**src/rtl/hcpwm_pkg.sv**
```systemverilog
package hcpwm_pkg;

  // Line half-cycle phase; the encoding matches the half_pos output.
  typedef enum logic {
    PHASE_NEG = 1'b0,
    PHASE_POS = 1'b1
  } phase_e;

  // Pulse is active while the carrier position is below the duty value.
  function automatic logic pwm_on(input int unsigned pos, input int unsigned duty);
    return pos < duty;
  endfunction

  // True on the final count of a period of the given length.
  function automatic logic at_last(input int unsigned pos, input int unsigned period);
    return pos == period - 1;
  endfunction

  // Duty loaded by reset: half of the carrier period.
  function automatic int unsigned default_duty(input int unsigned period);
    return period / 2;
  endfunction

  // Width needed to count 0..n-1, never below one bit.
  function automatic int unsigned count_width(input int unsigned n);
    return (n > 1) ? $clog2(n) : 1;
  endfunction

endpackage

```
**src/rtl/hcpwm_carrier.sv**
```systemverilog
module hcpwm_carrier
  import hcpwm_pkg::*;
#(
  parameter int unsigned CARRIER_CLKS = 5000,
  parameter int unsigned CW           = count_width(CARRIER_CLKS)
) (
  input  logic          clk,
  input  logic          rst,
  output logic [CW-1:0] cnt,
  output logic          wrap
);

  localparam logic [CW-1:0] LAST = CW'(CARRIER_CLKS - 1);

  assign wrap = at_last(32'(cnt), CARRIER_CLKS);

  always_ff @(posedge clk) begin
    if (rst) begin
      cnt <= '0;
    end else if (wrap) begin
      cnt <= '0;
    end else begin
      cnt <= cnt + CW'(1);
    end
  end

  // the last count is always followed by count zero
  assert_wrap_to_zero_R1: assert property (@(posedge clk) disable iff (rst)
    (cnt == LAST) |=> (cnt == '0));

  // away from the last count the carrier advances by one
  assert_step_by_one_R1: assert property (@(posedge clk) disable iff (rst)
    (cnt != LAST) |=> (cnt == $past(cnt) + CW'(1)));

  // the count never leaves its range
  assert_in_range_R1: assert property (@(posedge clk) disable iff (rst)
    cnt <= LAST);

endmodule

```
**src/rtl/hcpwm_duty_latch.sv**
```systemverilog
module hcpwm_duty_latch
  import hcpwm_pkg::*;
#(
  parameter int unsigned CARRIER_CLKS = 5000,
  parameter int unsigned DUTY_W       = 13
) (
  input  logic              clk,
  input  logic              rst,
  input  logic              wrap,
  input  logic [DUTY_W-1:0] duty_in,
  output logic [DUTY_W-1:0] duty_q
);

  localparam logic [DUTY_W-1:0] RESET_DUTY = DUTY_W'(default_duty(CARRIER_CLKS));

  always_ff @(posedge clk) begin
    if (rst) begin
      duty_q <= RESET_DUTY;
    end else if (wrap) begin
      duty_q <= duty_in;
    end
  end

  // between wraps the latched duty cannot move
  assert_duty_hold_R9: assert property (@(posedge clk) disable iff (rst)
    !wrap |=> $stable(duty_q));

  // at a wrap the requested value is the one taken
  assert_duty_take_R9: assert property (@(posedge clk) disable iff (rst)
    wrap |=> (duty_q == $past(duty_in)));

endmodule

```
**src/rtl/hcpwm_line_phase.sv**
```systemverilog
module hcpwm_line_phase
  import hcpwm_pkg::*;
#(
  parameter int unsigned HALF_CARRIERS = 200
) (
  input  logic   clk,
  input  logic   rst,
  input  logic   wrap,
  output phase_e phase,
  output logic   flip
);

  localparam int unsigned HW = count_width(HALF_CARRIERS);
  localparam logic [HW-1:0] HALF_LAST = HW'(HALF_CARRIERS - 1);

  logic [HW-1:0] half_cnt;

  assign flip = wrap && at_last(32'(half_cnt), HALF_CARRIERS);

  always_ff @(posedge clk) begin
    if (rst) begin
      half_cnt <= '0;
      phase    <= PHASE_POS;
    end else if (wrap) begin
      if (flip) begin
        half_cnt <= '0;
        phase    <= (phase == PHASE_POS) ? PHASE_NEG : PHASE_POS;
      end else begin
        half_cnt <= half_cnt + HW'(1);
      end
    end
  end

  // the phase changes only on a flip event
  assert_phase_hold_R4: assert property (@(posedge clk) disable iff (rst)
    !flip |=> $stable(phase));

  // every flip event inverts the phase
  assert_phase_invert_R4: assert property (@(posedge clk) disable iff (rst)
    flip |=> (phase != $past(phase)));

  // the half-period count stays in range
  assert_half_range_R4: assert property (@(posedge clk) disable iff (rst)
    half_cnt <= HALF_LAST);

endmodule

```
**src/rtl/hcpwm_gate_steer.sv**
```systemverilog
module hcpwm_gate_steer
  import hcpwm_pkg::*;
#(
  parameter int unsigned CW     = 13,
  parameter int unsigned DUTY_W = 13
) (
  input  logic              rst,
  input  logic              enable,
  input  logic [CW-1:0]     cnt,
  input  logic [DUTY_W-1:0] duty_q,
  input  phase_e            phase,
  output logic [1:0]        gate
);

  logic pwm;

  assign pwm = pwm_on(32'(cnt), 32'(duty_q));

  // Channel 0 serves the positive half, channel 1 the negative half.
  for (genvar k = 0; k < 2; k++) begin : g_chan
    localparam phase_e OWNER = (k == 0) ? PHASE_POS : PHASE_NEG;
    assign gate[k] = !rst && enable && (phase == OWNER) && pwm;
  end

endmodule

```
**src/rtl/line_gated_dual_pwm.sv**
```systemverilog
module line_gated_dual_pwm
  import hcpwm_pkg::*;
#(
  parameter int unsigned CARRIER_CLKS  = 5000,
  parameter int unsigned HALF_CARRIERS = 200,
  parameter int unsigned DUTY_W        = 13
) (
  input  logic              clk,
  input  logic              rst,
  input  logic              enable,
  input  logic [DUTY_W-1:0] duty_cmp,
  output logic              gate_a,
  output logic              gate_b,
  output logic              half_pos
);

  localparam int unsigned CW = count_width(CARRIER_CLKS);

  // Named internal events used by the assertions below
  logic [CW-1:0]     carrier_cnt;
  logic              carrier_wrap;
  logic [DUTY_W-1:0] duty_q;
  phase_e            phase;
  logic              phase_flip;
  logic [1:0]        gate;

  hcpwm_carrier #(
    .CARRIER_CLKS (CARRIER_CLKS),
    .CW           (CW)
  ) u_carrier (
    .clk  (clk),
    .rst  (rst),
    .cnt  (carrier_cnt),
    .wrap (carrier_wrap)
  );

  hcpwm_duty_latch #(
    .CARRIER_CLKS (CARRIER_CLKS),
    .DUTY_W       (DUTY_W)
  ) u_duty (
    .clk     (clk),
    .rst     (rst),
    .wrap    (carrier_wrap),
    .duty_in (duty_cmp),
    .duty_q  (duty_q)
  );

  hcpwm_line_phase #(
    .HALF_CARRIERS (HALF_CARRIERS)
  ) u_phase (
    .clk   (clk),
    .rst   (rst),
    .wrap  (carrier_wrap),
    .phase (phase),
    .flip  (phase_flip)
  );

  hcpwm_gate_steer #(
    .CW     (CW),
    .DUTY_W (DUTY_W)
  ) u_steer (
    .rst    (rst),
    .enable (enable),
    .cnt    (carrier_cnt),
    .duty_q (duty_q),
    .phase  (phase),
    .gate   (gate)
  );

  assign gate_a   = gate[0];
  assign gate_b   = gate[1];
  assign half_pos = (phase == PHASE_POS);

  // the two switches are never driven together
  assert_exclusive_R10: assert property (@(posedge clk) disable iff (rst)
    !(gate_a && gate_b));

  // a half-cycle handover happens only at a carrier wrap
  assert_flip_at_wrap_R4: assert property (@(posedge clk) disable iff (rst)
    phase_flip |-> carrier_wrap);

  // a zero duty gives no pulse on either gate
  assert_zero_duty_R5: assert property (@(posedge clk) disable iff (rst)
    (duty_q == '0) |-> (!gate_a && !gate_b));

  // the first gate pulses only in the positive half
  assert_a_in_pos_R2: assert property (@(posedge clk) disable iff (rst)
    gate_a |-> half_pos);

  // the second gate pulses only in the negative half
  assert_b_in_neg_R3: assert property (@(posedge clk) disable iff (rst)
    gate_b |-> !half_pos);

  // no pulse while the outputs are disabled
  assert_disabled_quiet_R7: assert property (@(posedge clk) disable iff (rst)
    !enable |-> (!gate_a && !gate_b));

  // reset holds both gates low
  always_comb begin
    if (rst) begin
      assert_reset_quiet_R8: assert (!gate_a && !gate_b);
    end
  end

endmodule

```
**config.mk**
```make
export PLATFORM = sky130hd
export DESIGN_NAME = line_gated_dual_pwm
export DESIGN_NICKNAME = d
export VERILOG_FILES = /design/src/rtl/hcpwm_pkg.sv /design/src/rtl/hcpwm_carrier.sv /design/src/rtl/hcpwm_duty_latch.sv /design/src/rtl/hcpwm_line_phase.sv /design/src/rtl/hcpwm_gate_steer.sv /design/src/rtl/line_gated_dual_pwm.sv
export SDC_FILE = /design/constraint.sdc
export NUM_CORES = 1
export LEC_CHECK = 0
export BUFFER_PORTS_ARGS = -buffer_cell sky130_fd_sc_hd__buf_2
export CORE_UTILIZATION = 52
export CTS_CLUSTER_DIAMETER = 100
export CTS_CLUSTER_SIZE = 12
export DETAILED_ROUTE_END_ITERATION = 10
export PLACE_DENSITY = 0.75
export SLEW_MARGIN = 20
export SYNTH_ARGS = -nofsm -noshare
export SYNTH_HDL_FRONTEND = slang
export SYNTH_HIERARCHICAL = 1
export SYNTH_SLANG_ARGS = --single-unit
```
**constraint.sdc**
```tcl
create_clock -name clk -period 2.4 [get_ports clk]
set_clock_uncertainty 0.2 [all_clocks]
set_input_delay 0.12 -clock clk [delete_from_list [all_inputs] [get_ports clk]]
set_output_delay 0.12 -clock clk [all_outputs]
set_load 0.1 [all_outputs]
```
==> results of run 1 <==
[logic make-up after synthesis]
family | count (synthesis)
AO/OA/AOI/OAI | 22
AND/OR/NAND/NOR | 77
adder cells (fa/ha/maj) | 14
flip-flops | 35
XOR/XNOR | 14
multiplexers | 10
buffers and inverters | 24
[registers in the layout (all words and copies together) (netlist names)]
name / flops
u_duty/duty_q: 13
u_carrier/cnt: 13
u_phase/phase: 1
u_phase/half_cnt: 8
[synthesized netlist by cell type, types with 4 or more instances]
cell,instances
xor2_1,4
nand3_1,7
nor3_1,6
nor2_1,29
nor2b_1,6
ha_1,14
mux2i_1,10
a211o_1,5
nand2_1,6
inv_1,17
nand4_1,4
dfxtp_1,35
xnor2_1,10
[worst max-delay path, delay by kind of cell (launching register included)]
family | cells | cell delay (ns)
compound gates | 3 | 0.65
buf+inv | 3 | 0.41
flops | 1 | 0.34
simple gates | 1 | 0.21
fa+ha+maj | 1 | 0.20
[cell usage in the layout (no fill, tap or decap), types with 4 or more instances in the layout]
cell,instances
dfxtp_2,11
a211o_1,5
nor2b_1,6
nand3_1,7
xor2_1,4
buf_2,16
ha_4,5
buf_4,16
dlygate4sd3_1,13
xnor2_1,10
inv_2,5
clkbuf_4,5
nor2_1,29
nor3_1,5
nand2_1,6
inv_1,12
nand4_1,4
mux2i_1,10
dfxtp_1,23
ha_1,9
[area by class of cell]
cell class	instances	area (sq um)	area share
multi-input cells	137	1126	0.4649
clock buffers	6	51.30	0.02118
flip-flops and latches	35	718.2	0.2965
inverters	17	63.81	0.02634
clock inverters	2	35.03	0.01446
repair buffers	47	370.4	0.1529
well taps	46	57.56	0.02376
[stage by stage]
stage	cell area (sq um)	utilization	cells	setup WS [ns]	total power, mW
3_3_place_gp	2038	0.6060	261	0.1516	0.6654
2_1_floorplan	1859	-	196	-0.1643	0.6405
6_report	2422	0.7202	290	-0.08914	1.118
5_1_grt	2422	0.7202	290	-0.1958	1.176
4_1_cts	2355	0.7001	287	-0.1626	1.128
3_5_place_dp	2038	0.6060	261	0.1226	0.6664
[power breakdown]
| group | internal, mW | leakage, nW | switching [mW] | total (mW) |
|---|---|---|---|---|
| Clock | 0.246 | 0.0482 | 0.200 | 0.446 |
| Sequential | 0.585 | 0.286 | 0.00682 | 0.592 |
| Combinational | 0.0424 | 0.589 | 0.0376 | 0.0800 |
[path summary, 6_finish.rpt]
kind                                      start                       endpoint  slack, ns  cells after the start
hold / removal                              rst  u_duty/duty_q[0]$_SDFFE_PP0P_       0.04                      3
setup / recovery  u_duty/duty_q[8]$_SDFFE_PP1P_                         gate_a      -0.09                      8
setup reg to reg   u_carrier/cnt[10]$_SDFF_PP0_  u_duty/duty_q[9]$_SDFFE_PP0P_       0.07                      6
hold reg to reg   u_duty/duty_q[0]$_SDFFE_PP0P_  u_duty/duty_q[0]$_SDFFE_PP0P_       0.30                      2
[timing repair]
item	CTS	global route
endpoints found under the hold margin	13	0
setup endpoints to repair	2	6
gates resized for setup	16	13
hold buffers	13	0
gates cloned	0	0
setup buffers	5	3
pin swaps	9	11
[metal layers]
layer | global-route usage | up-vias | wire length (um)
li1 | - | 770 | -
met1 | 0.2801 | 715 | 1781
met2 | 0.3902 | 27 | 1883
met3 | 0.07563 | 9 | 166
met4 | 0.09841 | 0 | 92
met5 | 0 | - | 0
==> metrics.cfg, run 1 <==
[synthesis]
synth_ff_type = dfxtp_1
synth-xor-area-share = 0.06662
synth.cell_area_sq_um = 1841
synth_top_family_by_area = simple AND/OR/NAND/NOR gates
async_flop_share = 0
yosys.area_share.simple = 0.2264
yosysTopAreaCellShare = 0.3807
synthTopCellsByArea = dfxtp_1 (38%), ha_1 (9.5%), nor2_1 (5.9%)
synth_cell_types = 44
synth_largest_area_cell = dfxtp_1
ys_warn_count = 6
syn-num-nets = 226
yosysSeqAreaShare = 0.3807
synth-edff-count = 0
synth_adder_area_share = 0.09517
synthMuxAreaShare = 0.05438
syn_area_per_cell_sq_um = 9.390
synth-compound-area-share = 0.1054
syn_inst = 196
synth_seq_cells = 35

[cts]
clk_pin_slew_worst_paths_ns = 0.11
cts_buffers = 5
clk_latency_ns = 0.35
cts.path.max_buffers = 2
clock_sinks = 35
htreeDepth = 2
cts_tree = done
clock-root-buffer = clkbuf_4

[critical_path]
critPathMaxStageDelay_ns = 0.34
cp_max_fo = 2
crit_type = flop to output pin
cp.required_ns = 2.08
critPathArrivalTime_ns = 2.17
worstPathCellList = inv_2 > ha_4 > a21o_1 > a2111oi_2 > o211ai_1 > buf_4 > nor3b_4 > buf_12
crit_path_start_kind = flop
slowest_stage = dfxtp_2
endpoint_kind = output pin

[detailed_routing]
drt-total-wl_mm = 3.924
ant_nets = 0
wire_per_inst_um = 13.53
viasPerCell = 5.245
num_vias = 1521
drt_iter0_markers = 40
drc = 0
first_pass_iters = 4

[sta]
worstMarginPinSlew_ns = 0.4894
rsz0062_at_grt = true
max-slew-margin-rel = 0.6760
post-route-period-util = 1.037
hold_violations = 0
fin_ws_ns = -0.08914
hold_ws_ns = 0.04369
max_clock_freq_mhz = 401.7
maxSlewViolCount = 0
post-route-min-period_ns = 2.489
final.setup.tns_ns = -0.1262
setup_viol = 2

[global_routing]
grt_pass1_wl_mm = 6.258
antenna_found_initial = 0
grt_max_degree = 24
grt_pass1_vias = 1412
gr-usage-all-layers = 0.2354
grt-ovfl-total = 0

[floorplanning]
num_rows = 21
core-area_sq_um = 3363
die_area_sq_um = 3782
io_pins = 19
start_util = 0.5472
die_x_um = 61.50
die_y_um = 61.50

[placed_design]
gp_congestion = 0.7604
portBuffers = 18
dp_hpwl_mm = 2.449

[status]
status = finished with violations
violations = negative setup slack

[cells_and_area]
areaGrowthSynthToFinish_pct = 31.61
drive_gt1_frac = 0.3320
fill_cells = 264
final_nets = 273
diodes = 0

[pwr]
p_leak_nw = 0.9234
ir_worst_vdd_uv = 301.9
pwr_density_cell_nw_per_um2 = 461.4

[job]
max_cap_violations = 0

[min_path]
hp-class = input pin to flop

No activity file was read; power rests on OpenSTA's default activity.
==> run 2, diff against run 1 <==
Settings changed: ABC_AREA set to 1, CORE_UTILIZATION 52 to 53.
==> metrics.cfg, run 2 <==
[status]
status = finished clean  ; was finished with violations

[sta]
post-route-min-period_ns = 2.201  ; was 2.489 ns
final.setup.tns_ns = 0  ; was -0.1262 ns
maxSlewViolCount = 0  ; unchanged
rsz0062_at_grt = false  ; was true
hold_ws_ns = 0.2565  ; was 0.04369 ns
post-route-period-util = 0.9172  ; was 1.037
worstMarginPinSlew_ns = 0.4821  ; was 0.4894 ns
setup_viol = 0  ; was 2
max_clock_freq_mhz = 454.3  ; was 401.7 MHz
hold_violations = 0  ; unchanged
max-slew-margin-rel = 0.6808  ; was 0.6760
fin_ws_ns = 0.1988  ; was -0.08914 ns

[cells_and_area]
areaGrowthSynthToFinish_pct = 18.18  ; was 31.61%
top_regs = u_carrier/cnt x13, u_duty/duty_q x13, u_phase/half_cnt x8  ; unchanged
final_nets = 362  ; was 273
drive_gt1_frac = 0.1351  ; was 0.3320
layout_common_cells = nand2_1 (78), inv_1 (56), nor2_1 (39)  ; was nor2_1 (29), dfxtp_1 (23), buf_2 (16), buf_4 (16), dlygate4sd3_1 (13)
final_common_cell = nand2_1  ; was nor2_1
fin_area_sq_um = 2367  ; was 2422 sq um
diodes = 0  ; unchanged

[critical_path]
rrSetupSlack_ns = 0.29  ; was 0.07 ns
r2r_start = u_carrier/cnt[1]$_SDFF_PP0_  ; was u_carrier/cnt[10]$_SDFF_PP0_
critPathMostFrequentCell = nand2_1
critPathArrivalTime_ns = 1.88  ; was 2.17 ns
reg2reg_to = u_duty/duty_q[8]$_SDFFE_PP1P_  ; was u_duty/duty_q[9]$_SDFFE_PP0P_
crit_path_start_kind = flop  ; unchanged
slowest_stage = dfxtp_1  ; was dfxtp_2
critPathMaxStageDelay_ns = 0.33  ; was 0.34 ns
rr_worst_depth = 9  ; was 6
critPathBufInv = 3  ; unchanged
cp_max_fo = 2  ; unchanged
cp.required_ns = 2.08  ; about the same
worstPathCellList = inv_1 > ha_1 > nand2_1 > inv_1 > nand2_1 > nand3_1 > nor2_1 > nand2_1 > nor2_2 > clkbuf_4  ; was inv_2 > ha_4 > a21o_1 > a2111oi_2 > o211ai_1 > buf_4 > nor3b_4 > buf_12
cp_top_family = simple AND/OR/NAND/NOR gates  ; was compound AO/OA/AOI/OAI gates
crit_type = flop to output pin  ; unchanged
endpoint_kind = output pin  ; unchanged

[global_routing]
grt_pass1_vias = 1736  ; was 1,412
gr-usage-all-layers = 0.2354  ; about the same
grt_max_degree = 23  ; was 24
grt-ovfl-total = 0  ; unchanged
grt_pass1_wl_mm = 7.362  ; was 6.258 mm
antenna_found_initial = 0  ; unchanged

[cts]
cts_tree = done  ; unchanged
clk_pin_slew_worst_paths_ns = 0.07  ; was 0.11 ns
clock-root-buffer = clkbuf_8  ; was clkbuf_4
cts.path.max_buffers = 2  ; unchanged
cts_buffers = 5  ; unchanged
clock_sinks = 35  ; unchanged
htreeDepth = 2  ; unchanged
clk_latency_ns = 0.29  ; was 0.35 ns

[pwr]
p_switching_mw = 0.2487  ; was 0.2442 mW
p_leak_nw = 1.129  ; was 0.9234 nW
pwr-share-clk = 0.411  ; was 0.399
finalPower_mw = 1.132  ; was 1.118 mW
p_int_mw = 0.8833  ; was 0.8735 mW
pwr-share-seq = 0.522  ; was 0.530
pwr_density_cell_nw_per_um2 = 478.2  ; was 461.4 nW/um^2
ir_worst_vdd_uv = 361.6  ; was 301.9 uV
comb_power_share = 0.067  ; was 0.072
switching_share = 0.2197  ; was 0.2185

[placed_design]
dp_hpwl_mm = 2.856  ; was 2.449 mm
post-place-ws_ns = 0.3071  ; was 0.1226 ns
gp_congestion = 0.7863  ; was 0.7604
post_dp_cell_area_sq_um = 2122  ; was 2038 sq um
portBuffers = 18  ; unchanged

[synthesis]
syn_inst = 296  ; was 196
ys_warn_count = 6  ; unchanged
syn_area_per_cell_sq_um = 6.767  ; was 9.390 sq um
syn-num-nets = 326  ; was 226
synth.cell_area_sq_um = 2003  ; was 1841 sq um

[job]
max_cap_violations = 0  ; unchanged

[detailed_routing]
drc = 0  ; unchanged
wire_per_inst_um = 10.88  ; was 13.53 um
drt-total-wl_mm = 4.125  ; was 3.924 mm
viasPerCell = 4.744  ; was 5.245
first_pass_iters = 4  ; unchanged
ant_nets = 0  ; unchanged
num_vias = 1798  ; was 1,521
drt_iter0_markers = 88  ; was 40

[floorplanning]
start_util = 0.5776  ; was 0.5472
num_rows = 21  ; unchanged
die_area_sq_um = 4030  ; was 3782 sq um
io_pins = 19  ; unchanged
core-area_sq_um = 3468  ; was 3363 sq um
die_y_um = 63.48  ; was 61.50 um
die_x_um = 63.48  ; was 61.50 um

[min_path]
hp-class = flop to flop  ; was input pin to flop
min-delay-start = u_duty/duty_q[7]$_SDFFE_PP1P_  ; was rst
hold_depth = 2  ; was 3
min_to = u_duty/duty_q[7]$_SDFFE_PP1P_  ; was u_duty/duty_q[0]$_SDFFE_PP0P_

-- run 2: worst register-to-register path: stages, from the launching register on --
cell     delay (ns)
dfxtp_1        0.40
ha_1           0.25
nand2_2        0.10
nor2_1         0.13
nand3_1        0.12
inv_1          0.19
buf_4          0.29
inv_1          0.16
nand2_1        0.08
nand3_1        0.07
-- run 2: per-layer routing --
metal	part of all wire	up-vias	global-route usage
met5	0	-	0
met4	0.030	0	0.1250
met3	0.030	10	0.05072
met2	0.44	22	0.3870
met1	0.50	790	0.2838
li1	-	976	-
-- run 2: layout make-up --
class | count | area (sq um)
fill | 308 | 1101
tap | 46 | 57.56
multi-input combinational | 201 | 1056
inverter | 56 | 210.2
sequential | 35 | 700.7
clock buffer | 8 | 100.1
timing repair buffer | 33 | 242.7
-- run 2: worst max path at each step --
stage | startpoint | end | slack, ns | depth (start not counted)
floorplan | u_phase/phase$_SDFFE_PP1P_ | gate_a | 0.08 | 2
global placement | u_carrier/cnt[0]$_SDFF_PP0_ | u_duty/duty_q[2]$_SDFFE_PP1P_ | 0.36 | 9
detailed placement | u_carrier/cnt[1]$_SDFF_PP0_ | u_duty/duty_q[8]$_SDFFE_PP1P_ | 0.31 | 9
CTS | u_carrier/cnt[9]$_SDFF_PP0_ | gate_b | 0.12 | 9
global route | u_carrier/cnt[2]$_SDFF_PP0_ | gate_a | 0.06 | 9
finish | u_duty/duty_q[12]$_SDFFE_PP0P_ | gate_a | 0.20 | 10
-- run 2: metrics by stage --
stage / cells / util
6_report: 379 / 0.6825
2_1_floorplan: 296 / -
4_1_cts: 379 / 0.6811
5_1_grt: 379 / 0.6825
3_5_place_dp: 357 / 0.6118
3_3_place_gp: 357 / 0.6118
-- run 2: power by group through the flow --
stage               clock [mW]  combinational (mW)  sequential, mW
finish                   0.466              0.0753           0.591
global route             0.498              0.0832           0.591
CTS                      0.476              0.0732           0.591
detailed placement           0              0.0558           0.604
global placement             0              0.0546           0.604
floorplan                    0              0.0384           0.603
-- run 2: what timing repair did --
action | 4_1_cts | 5_1_grt
endpoints found under the hold margin | 16 | 0
resized for setup | 0 | 2
endpoints found under the setup margin | 0 | 2
hold buffers | 14 | 0
buffers inserted | 0 | 0
